## src/rtl/wbr_pkg.sv

```systemverilog
package wbr_pkg;
  localparam int WBR_COL_W  = 6;
  localparam int WBR_TAG_W  = 4;
  localparam int WBR_NBYTES = 4;
  localparam int WBR_WR_LAT = 4;
  localparam int WBR_DEPTH  = 2;
endpackage

```

## src/rtl/wbr_lat_pipe.sv

```systemverilog
module wbr_lat_pipe #(
  parameter int LAT = 4,
  parameter int W   = 10
) (
  input  logic         clk,
  input  logic         rst,
  input  logic         in_valid,
  input  logic [W-1:0] in_payload,
  output logic         out_valid,
  output logic [W-1:0] out_payload
);
  logic [LAT-1:0] vld;
  logic [W-1:0]   pay [LAT];

  always_ff @(posedge clk) begin
    if (rst) vld[0] <= 1'b0;
    else     vld[0] <= in_valid;
    pay[0] <= in_payload;
  end

  genvar g;
  generate
    for (g = 1; g < LAT; g++) begin : g_stage
      always_ff @(posedge clk) begin
        if (rst) vld[g] <= 1'b0;
        else     vld[g] <= vld[g-1];
        pay[g] <= pay[g-1];
      end
    end
  endgenerate

  assign out_valid   = vld[LAT-1];
  assign out_payload = pay[LAT-1];
endmodule

```

## src/rtl/wbr_fifo.sv

```systemverilog
module wbr_fifo #(
  parameter int DEPTH = 2,
  parameter int W     = 42
) (
  input  logic         clk,
  input  logic         rst,
  input  logic         push,
  input  logic         pop,
  input  logic [W-1:0] wdata,
  output logic [W-1:0] rdata,
  output logic         empty,
  output logic         full
);
  localparam int PW = (DEPTH > 1) ? $clog2(DEPTH) : 1;
  localparam int CW = $clog2(DEPTH + 1);

  logic [W-1:0]  mem [DEPTH];
  logic [PW-1:0] wr_ptr, rd_ptr;
  logic [CW-1:0] count;
  logic          do_push, do_pop;

  assign empty   = (count == '0);
  assign full    = (count == CW'(DEPTH));
  assign do_pop  = pop && !empty;
  assign do_push = push && (!full || do_pop);
  assign rdata   = mem[rd_ptr];

  always_ff @(posedge clk) begin
    if (do_push) mem[wr_ptr] <= wdata;
  end

  always_ff @(posedge clk) begin
    if (rst) begin
      wr_ptr <= '0;
      rd_ptr <= '0;
      count  <= '0;
    end else begin
      if (do_push) wr_ptr <= (wr_ptr == PW'(DEPTH-1)) ? '0 : wr_ptr + 1'b1;
      if (do_pop)  rd_ptr <= (rd_ptr == PW'(DEPTH-1)) ? '0 : rd_ptr + 1'b1;
      case ({do_push, do_pop})
        2'b10:   count <= count + 1'b1;
        2'b01:   count <= count - 1'b1;
        default: count <= count;
      endcase
    end
  end

  // occupancy never exceeds the configured depth
  p_no_overflow_r10: assert property (@(posedge clk) disable iff (rst)
    count <= CW'(DEPTH));
  // an accepted push into a full queue is only possible alongside a pop
  p_full_push_needs_pop_r6: assert property (@(posedge clk) disable iff (rst)
    (full && push && !pop) |=> full);
endmodule

```

## src/rtl/staged_write_commit.sv

```systemverilog
module staged_write_commit
  import wbr_pkg::*;
#(
  parameter int COL_W  = WBR_COL_W,
  parameter int TAG_W  = WBR_TAG_W,
  parameter int NBYTES = WBR_NBYTES,
  parameter int WR_LAT = WBR_WR_LAT,
  parameter int DEPTH  = WBR_DEPTH
) (
  input  logic                  clk,
  input  logic                  rst,
  input  logic                  cmd_valid,
  input  logic [COL_W-1:0]      cmd_col,
  input  logic [TAG_W-1:0]      cmd_tag,
  input  logic                  din_valid,
  input  logic [8*NBYTES-1:0]   din_data,
  input  logic                  ret_valid,
  input  logic                  ret_mask_valid,
  input  logic [NBYTES-1:0]     ret_mask,
  output logic                  arr_we,
  output logic [COL_W-1:0]      arr_addr,
  output logic [8*NBYTES-1:0]   arr_wdata,
  output logic [NBYTES-1:0]     arr_be,
  output logic [TAG_W-1:0]      arr_tag,
  output logic                  err_proto,
  output logic                  err_no_pending
);
  localparam int DW = 8 * NBYTES;
  localparam int CT = COL_W + TAG_W;
  localparam int EW = CT + DW;

  logic          exp_valid;
  logic [CT-1:0] exp_ct;
  logic          hit, pop, drop;
  logic          q_empty, q_full;
  logic [EW-1:0] q_head;
  logic [COL_W-1:0]  head_col;
  logic [TAG_W-1:0]  head_tag;
  logic [DW-1:0]     head_data;

  wbr_lat_pipe #(.LAT(WR_LAT), .W(CT)) u_lat (
    .clk        (clk),
    .rst        (rst),
    .in_valid   (cmd_valid),
    .in_payload ({cmd_col, cmd_tag}),
    .out_valid  (exp_valid),
    .out_payload(exp_ct)
  );

  assign hit  = din_valid && exp_valid;
  assign pop  = ret_valid && !q_empty;
  assign drop = hit && q_full && !pop;

  wbr_fifo #(.DEPTH(DEPTH), .W(EW)) u_q (
    .clk  (clk),
    .rst  (rst),
    .push (hit),
    .pop  (ret_valid),
    .wdata({exp_ct, din_data}),
    .rdata(q_head),
    .empty(q_empty),
    .full (q_full)
  );

  assign {head_col, head_tag, head_data} = q_head;

  always_ff @(posedge clk) begin
    if (rst) begin
      arr_we         <= 1'b0;
      arr_addr       <= '0;
      arr_wdata      <= '0;
      arr_be         <= '0;
      arr_tag        <= '0;
      err_proto      <= 1'b0;
      err_no_pending <= 1'b0;
    end else begin
      arr_we         <= pop;
      err_proto      <= (din_valid != exp_valid) || drop;
      err_no_pending <= ret_valid && q_empty;
      if (pop) begin
        arr_addr  <= head_col;
        arr_wdata <= head_data;
        arr_tag   <= head_tag;
        arr_be    <= ret_mask_valid ? ret_mask : '1;
      end
    end
  end

  p_reset_quiet_r1: assert property (@(posedge clk)
    rst |=> (!arr_we && !err_proto && !err_no_pending));
  p_we_from_retire_r3: assert property (@(posedge clk) disable iff (rst)
    arr_we |-> $past(ret_valid));
  p_mask_applied_r4: assert property (@(posedge clk) disable iff (rst)
    (ret_valid && !q_empty && ret_mask_valid) |=> (arr_be == $past(ret_mask)));
  p_all_bytes_r5: assert property (@(posedge clk) disable iff (rst)
    (ret_valid && !q_empty && !ret_mask_valid) |=> (&arr_be));
  p_empty_retire_r7: assert property (@(posedge clk) disable iff (rst)
    (ret_valid && q_empty) |=> (!arr_we && err_no_pending));
  p_stray_data_r8: assert property (@(posedge clk) disable iff (rst)
    (din_valid && !exp_valid) |=> err_proto);
  p_missing_data_r9: assert property (@(posedge clk) disable iff (rst)
    (exp_valid && !din_valid) |=> err_proto);
  p_drop_flag_r10: assert property (@(posedge clk) disable iff (rst)
    (din_valid && exp_valid && q_full && !ret_valid) |=> err_proto);
endmodule

```

## config.mk

```make
export PLATFORM = sky130hd
export DESIGN_NAME = staged_write_commit
export DESIGN_NICKNAME = d
export VERILOG_FILES = /design/src/rtl/wbr_pkg.sv /design/src/rtl/wbr_lat_pipe.sv /design/src/rtl/wbr_fifo.sv /design/src/rtl/staged_write_commit.sv
export SDC_FILE = /design/constraint.sdc
export NUM_CORES = 1
export LEC_CHECK = 0
export ABC_AREA = 1
export CAP_MARGIN = 20
export CORE_MARGIN = 8
export CORE_UTILIZATION = 48
export DETAILED_ROUTE_END_ITERATION = 10
export DONT_BUFFER_PORTS = 1
export PLACE_DENSITY_LB_ADDON = 0.2
export SETUP_SLACK_MARGIN = 0.15
export SLEW_MARGIN = 20
export SYNTH_ARGS = -nofsm -noshare
export SYNTH_HDL_FRONTEND = slang
export SYNTH_SLANG_ARGS = --single-unit
```

## constraint.sdc

```tcl
create_clock -name clk -period 7.7 [get_ports clk]
set_clock_uncertainty 0.15 [all_clocks]
set_input_delay 1.54 -clock clk [delete_from_list [all_inputs] [get_ports clk]]
set_output_delay 1.54 -clock clk [all_outputs]
set_load 0.02 [all_outputs]
```

==> After elaboration in Yosys (flattened, before gate mapping) <==
Memories as Yosys holds them, arrays and structs flattened. A register that Yosys moved wholly into a read port is not among the register bits.
Index checks and enable logic that the tools add are counted.
Widths: inputs -> output; s select.
{ "totals": {"ram_bits": 124, "memories": 2, "out_inout_bits": 49, "regBits": 15, "input_bits": 52} }
{ "mem_list": {"columns": ["name", "depth", "word_bits", "rd", "rd_clocked_by_memory_dff", "write_ports", "line", "text"], "rows": [
  ["u_q.mem", 2, 42, 1, 1, 1, "wbr_fifo.sv:17", "logic [W-1:0] mem [DEPTH];"],
  ["u_lat.pay", 4, 10, 4, 0, 4, "wbr_lat_pipe.sv:13", "logic [W-1:0] pay [LAT];"]
]} }
{ "classes": {"n_mux": 6, "reduce_logical": 13, "eq_ne": 4, "n_addsub": 4} }
{ "op_table": {"columns": ["op", "n"], "rows": [
  ["$logic_and 1x1->1", 6],
  ["$eq 2x2->1 const B", 2],
  ["$mux 1", 4],
  ["$mux 4", 1],
  ["$pmux 2 s2", 1],
  ["$logic_not 1->1", 3],
  ["$add 1x1->1 const B", 2],
  ["$add 2x1->2 const B", 1],
  ["$eq 2x1->1 const B", 1],
  ["$logic_not 2->1", 1],
  ["$logic_or 1x1->1", 2],
  ["$reduce_bool 2->1", 1],
  ["$sub 2x1->2 const B", 1],
  ["$ne 1x1->1", 1]
]} }

==> Logic depth before layout (Yosys ltp) <==
Gate-level depths: netlist of run 1.
{ "logic_depth": {"word_depth": 7, "depth_mapped": 9} }

==> Cells and area by module <==
From an unflattened synthesis of run 1, not the netlist that was laid out.
{ "unflattened": {"cells_unflattened": 498, "hier_area_um2": 6297.3} }
{ "modules_own_cells": {"columns": ["mod", "instances", "area_per_inst_um2", "seq_area_each_um2", "cells_per_inst"], "rows": [
  ["wbr_fifo", 1, 3328.2, 2622.5, 170],
  ["staged_write_commit", 1, 2058.2, 980.9, 276],
  ["wbr_lat_pipe", 1, 910.9, 880.8, 52]
]} }

==> Worst setup path after synthesis of run 1 <==
OpenSTA, ideal clock, no wires.
{ "synth_path": {"kind": "input to register", "startpoint": "input din_valid", "endpoint": "memory u_q.mem[0][0] (enable)", "arrival_ns": 3.577, "setup_slack_ns": 3.531, "path_buffers": 0, "required_ns": 7.109, "stages": 3, "cell_sequence": "ha_1 nand2_1 nor2_1"} }
{ "synth_via": {"elab_chain_len": 4} }
{ "synth_lines": {"columns": ["element", "line", "text"], "rows": [
  ["start, declared", "staged_write_commit.sv:15", "input logic din_valid,"],
  ["$logic_and 1x1->1", "staged_write_commit.sv:50", "assign hit = din_valid && exp_valid;"],
  ["$logic_and 1x1->1", "wbr_fifo.sv:25", "assign do_push = push && (!full || do_pop);"],
  ["$mux 1", "wbr_fifo.sv:29", "if (do_push) mem[wr_ptr] <= wdata;"],
  ["$mux 1 (implied by the code)", "wbr_fifo.sv:29", null],
  ["end, declared", "wbr_fifo.sv:17", null]
]} }
Every way passes these cells.

==> Final worst setup path of run 1 <==
{ "layout_path": {"startpoint": "input din_valid", "endpoint": "memory u_q.mem[1][1] (enable)"} }
Same word-level chain as after synthesis.

==> results.cfg, run 1 <==
[outcome]
run_status = complete, no violations

[clock_network]
cts_buffers = 17
cts_tree = yes
cts_resized = 0
postCtsSetupBuffers = 0
ctsHoldBuffers = 0
h-tree-depth = 4
clk_pin_slew_ns = 0.06
root_buffer = clkbuf_16
clock_tree.buffer_depth = 2
insertion_delay_ns = 0.42
cts.sink_count = 181

[power]
vdd_drop_max_uv = 152
p_total_mw = 1.90
leakage_nw = 2.47
power_density_nw_per_um2 = 288

[timing]
timing.fmax_ghz = 0.368
rsz0062_at_grt = false
relSlewSlack_pct = 36.7
min_period_ns = 2.72
finalHoldViolCount = 0
fin_hold_ws_ns = 0.175
setup_viol = 0
fin_ws_ns = 4.98
worst_slew_pin_slew_ns = 0.949
fin_setup_tns_ns = 0
slew_violations = 0
finalCritPeriodShare_pct = 35.3

[die]
die_h_um = 127
initial_utilization_pct = 49.3
coreArea_um2 = 12100
pin_count = 101
fp-row-count = 40
dieArea_um2 = 16200
die_w_um = 127

[routing]
first_iter_violations = 195
ant_nets = 0
routedWlPerCell_um = 15.1
drt_pre_antenna_iters = 5
drcViolationCount = 0
num_vias = 3344
wirelength_um = 10600
via_per_inst = 4.76

[synthesis]
synth_edf_count = 84
synth_flop_cell = dfxtp_1
synthTopCellsByArea = edfxtp_1, dfxtp_1, nand2_1
avgSynthCellArea_um2 = 11.3
ys_types = 21
syn_nets = 580
synth_area_leader_cell = edfxtp_1
syn_inst = 526
ys_ff_latch = 181
synth_top_cell_area_share_pct = 42.4
ys.warnings.count = 0
synth-async-reset-ratio_pct = 0
yosysSeqAreaShare_pct = 75.0
syn_area_um2 = 5950

[grt]
grt_max_degree = 53
grt-busiest-layer = met2
antenna_found_initial = 0
met2_usage_pct = 21.5
grt_pass1_wl_um = 17100
grt-ovfl-total = 0
grtUsageMet1_pct = 15.7
use_met3_pct = 7.20
grtUsageTotal_pct = 13.8
grt_pass1_vias = 3328

[finish]
multi_input_area_um2 = 1270
ff_latch_area_um2 = 4470
post_route_cells_drive_above_1_share_pct = 7.48
n_antenna_cell = 0
final_common_cell = nand2_1
fill_cells = 1051
synthToLayoutAreaGrowth_pct = 10.9
instances_no_fill = 703
final_nets = 576
final_cell_mix = nand2_1, dfxtp_1, edfxtp_1

[worst_setup_path]
endpoint_kind = flip-flop
cp-start-kind = primary input
crit_fanout = 42
critPathKind = in2reg
cp.arrival_ns = 2.61
path_cells = ha_1, nand3_1, inv_2
required_ns = 7.59
max_stage_delay_ns = 0.69
cp_slowest_cell = inv_2

[place]
dp_hpwl_um = 6390
dp_cells = 671
port_buffers = 0
dp_worst_setup_slack_ns = 4.53
place_congestion = 0.749

[min_path]
hp-class = reg2reg

[job]
drv_cap = 0
-- flip-flops by register name, indices dropped and copies added (netlist names) --
register	flops
u_lat.pay	40
u_q.wr_ptr	1
err_proto	1
err_no_pending	1
arr_addr	6
u_lat.vld	3
arr_wdata	32
u_q.mem	84
arr_we	1
u_q.rd_ptr	1
u_lat.out_valid	1
u_q.count	2
arr_be	4
arr_tag	4
-- worst max-delay path, delay by kind of cell --
family	cells	cell delay, ns
adders and majority gates	1	0.19
buffers and inverters	1	0.69
and+or+nand+nor	1	0.14
-- final cells by class --
class | instances | share of cell area [%]
Sequential cell | 181 | 67.7
Clock inverter | 9 | 1.36
Timing Repair Buffer | 1 | 0.114
Inverter | 14 | 0.796
Multi-Input combinational cell | 307 | 19.3
Clock buffer | 23 | 7.58
Tap cell | 168 | 3.18
-- metrics by stage --
step,instance area (um^2),utilization [%]
after floorplan,5950,-
after global placement,6010,49.8
after detailed placement,6010,49.8
after CTS,6600,54.7
after global routing,6600,54.7
final,6600,54.7
-- kinds of logic after synthesis --
family	share of synthesized area [%]
compound gates	3.95
fa+ha+maj	0.421
buf+inv	3.68
flops	75.0
simple gates	16.9
-- layer usage --
| metal | routed length (um) | part of all wire, % | vias up |
|---|---|---|---|
| met5 | 0 | 0 | - |
| met4 | 154 | 1.5 | 0 |
| met3 | 1070 | 10 | 14 |
| met2 | 4880 | 46 | 86 |
| met1 | 4510 | 43 | 1541 |
| li1 | - | - | 1703 |
-- final timing paths --
check | cells after the start | endpoint | slack, ns | startpoint
hold / removal | 0 | u_lat.pay[1][2] | 0.18 | u_lat.pay[0][2]
setup reg to reg | 5 | arr_wdata[28] | 5.56 | u_q.rd_ptr
setup / recovery | 3 | u_q.mem[1][1] | 4.98 | din_valid
hold reg to reg | 0 | u_lat.pay[1][2] | 0.18 | u_lat.pay[0][2]
-- power by group --
part | internal, mW | total [mW] | switching (mW)
registers | 1.02 | 1.04 | 0.0133
clock network | 0.495 | 0.842 | 0.347
logic | 0.00731 | 0.0230 | 0.0157
-- cell usage after synthesis, types with 2 or more instances --
master,number
edfxtp_1,84
nand2_1,224
buf_4,8
inv_1,11
a21oi_1,45
dfxtp_1,97
clkbuf_1,4
ha_1,2
buf_2,7
inv_2,3
nand4_1,2
nand3_1,2
nor2_1,25
buf_6,5
Note: power is estimated with default switching activity, not from simulation.
==> run 2, diff against run 1 <==
- ABC_AREA: 1 -> 0
- clock period: 7.7 -> 2.4 ns (I/O delays scaled with it)
==> run 2 against run 1 <==
Flip-flop and latch count did not move. Critical path depth rose by 3. Synthesized cell count fell by 30%. Clock power rose to 3.0 times the previous value. Total power rose to 3.2 times the previous value. Register-to-register slack got worse by 5.3 ns. Cell area rose by 5.0%. First-iteration DRC count fell by 3.6%. Global-route usage fell by 0.97 points. Non-clock buffer count rose by 50. Core utilization rose by 3.5 points. Largest cell class unchanged.
==> results.cfg, run 2 <==
[outcome]
run_status = complete, no violations

[finish]
top_register = u_q.mem
final_common_cell = dfxtp_1
n_antenna_cell = 0
final_cell_mix = dfxtp_1, edfxtp_1, nor2_1
largest_reg_flops = 84
final_nets = 471
top_regs = u_q.mem (84), u_lat.pay (40), arr_wdata (32)
multi_input_area_um2 = 1200
fill_cells = 930
ff_latch_area_um2 = 4470
finish.utilization_pct = 58.2
synthToLayoutAreaGrowth_pct = 19.5
post_route_cells_drive_above_1_share_pct = 12.6

[synthesis]
ys_types = 28
syn_area_um2 = 5800
syn_nets = 421
ys.warnings.count = 0
syn_inst = 367
synth_top_family_by_area = multiplexers
synth_compound_gate_area_share_pct = 7.33
synth-xor-area-share_pct = 0.453
synth_most_common_cell = dfxtp_1
yosysSeqAreaShare_pct = 76.9
synth.area.mux_share_pct = 7.44
synth_common_cells = dfxtp_1, edfxtp_1, nor2_1
synth_edf_count = 84
yosys.area_share.adder_pct = 0.431
synth_area_leader_cell = edfxtp_1
synth_top_cell_area_share_pct = 43.5
ys_ff_latch = 181
synthTopCellsByArea = edfxtp_1, dfxtp_1, mux2i_1
synth-async-reset-ratio_pct = 0
synth_flop_cell = dfxtp_1
yosys.area_share.simple_pct = 4.59
avgSynthCellArea_um2 = 15.8

[worst_setup_path]
crit_fanout = 6
endpoint_kind = flip-flop
cp_slowest_cell = dfxtp_1
cp.arrival_ns = 2.30
max_stage_delay_ns = 0.41
critPathKind = reg2reg
cp-start-kind = flip-flop
required_ns = 2.60
path_cells = or3b_1, nand2_1, buf_4, ha_1, or3_1, a21oi_1

[place]
place_congestion = 0.684
dp_hpwl_um = 5650
port_buffers = 0

[clock_network]
h-tree-depth = 4
cts_resized = 0
root_buffer = clkbuf_16
cts.sink_count = 181
cts_tree = yes
clock_tree.buffer_depth = 2
clk_pin_slew_ns = 0.06
cts_buffers = 17
postCtsSetupBuffers = 0
insertion_delay_ns = 0.42

[grt]
grt-ovfl-total = 0
grt_max_degree = 57
grt_pass1_wl_um = 15500
grtUsageTotal_pct = 12.8
antenna_found_initial = 0
grt_pass1_vias = 2981

[min_path]
hp-class = in2reg

[timing]
min_period_ns = 2.10
worst_slew_pin_slew_ns = 1.05
rsz0062_at_grt = false
slew_violations = 0
timing.fmax_ghz = 0.476
relSlewSlack_pct = 30.2
finalHoldViolCount = 0
fin_hold_ws_ns = 0.0228
setup_viol = 0
fin_setup_tns_ns = 0
finalCritPeriodShare_pct = 87.5

[power]
power_density_nw_per_um2 = 872
vdd_drop_max_uv = 624
leakage_nw = 2.29

[routing]
wirelength_um = 9780
via_per_inst = 5.08
ant_nets = 0
drcViolationCount = 0
routedWlPerCell_um = 17.0
drt_pre_antenna_iters = 4
first_iter_violations = 188
num_vias = 2933

[die]
coreArea_um2 = 11900
die_h_um = 126
initial_utilization_pct = 48.7
fp-row-count = 40
die_w_um = 126
pin_count = 101
dieArea_um2 = 15900

[job]
drv_cap = 0
==> run 2: area by class of cell <==
class                           instances  area share (%)
Tap cell                              147            2.65
Clock buffer                           21            6.95
Inverter                                4           0.217
Sequential cell                       181            64.4
Timing Repair Buffer                   51            7.54
Clock inverter                         11           0.975
Multi-Input combinational cell        162            17.3
==> run 2: final timing paths <==
kind | from | end | slack, ns | cells past startpoint
worst max-delay path | u_q.count[1] | u_q.count[1] | 0.30 | 6
worst min-delay path | ret_mask_valid | arr_be[1] | 0.02 | 1
worst max register to register | u_q.count[1] | u_q.count[1] | 0.30 | 6
worst min register to register | u_lat.pay[0][9] | u_lat.pay[1][9] | 0.17 | 0
==> run 2: layer usage <==
layer	vias up	track usage, %	wire length (um)
met1	1398	13.8	4020
li1	1437	-	-
met3	15	6.20	782
met2	83	20.4	4760
met4	0	7.08	219
met5	-	0	0
==> run 2: logic make-up after synthesis <==
family | count (synthesis)
flops | 181
compound gates | 50
buf+inv | 25
mux | 43
simple gates | 63
xor+xnor | 3
fa+ha+maj | 2
==> run 2: through the flow <==
stage | setup slack [ns] | area [um^2] | cells | total power, mW
floorplan | 0.448 | 5810 | 367 | 3.48
global placement | 0.0635 | 5920 | 500 | 3.49
detailed placement | 0.0380 | 5920 | 500 | 3.49
CTS | 0.155 | 6930 | 576 | 6.12
global route | 0.164 | 6930 | 577 | 6.27
finish | 0.301 | 6930 | 577 | 6.05
==> run 2: worst max-delay path: cells and delay by family, from the launching register on <==
| family | cells | cell delay, ns |
|---|---|---|
| AO/OA/AOI/OAI | 1 | 0.14 |
| AND/OR/NAND/NOR | 3 | 0.92 |
| flip-flops | 1 | 0.41 |
| buffers and inverters | 1 | 0.16 |
| adder cells (fa/ha/maj) | 1 | 0.25 |
==> run 2: repair_timing <==
action	CTS	global route
hold endpoints to repair	130	0
hold buffers	44	0
setup endpoints to repair	0	13
==> run 2: where the power goes <==
group	internal (mW)	switching (mW)
logic	0.0885	0.0770
registers	3.29	0.0524
clock network	1.44	1.10
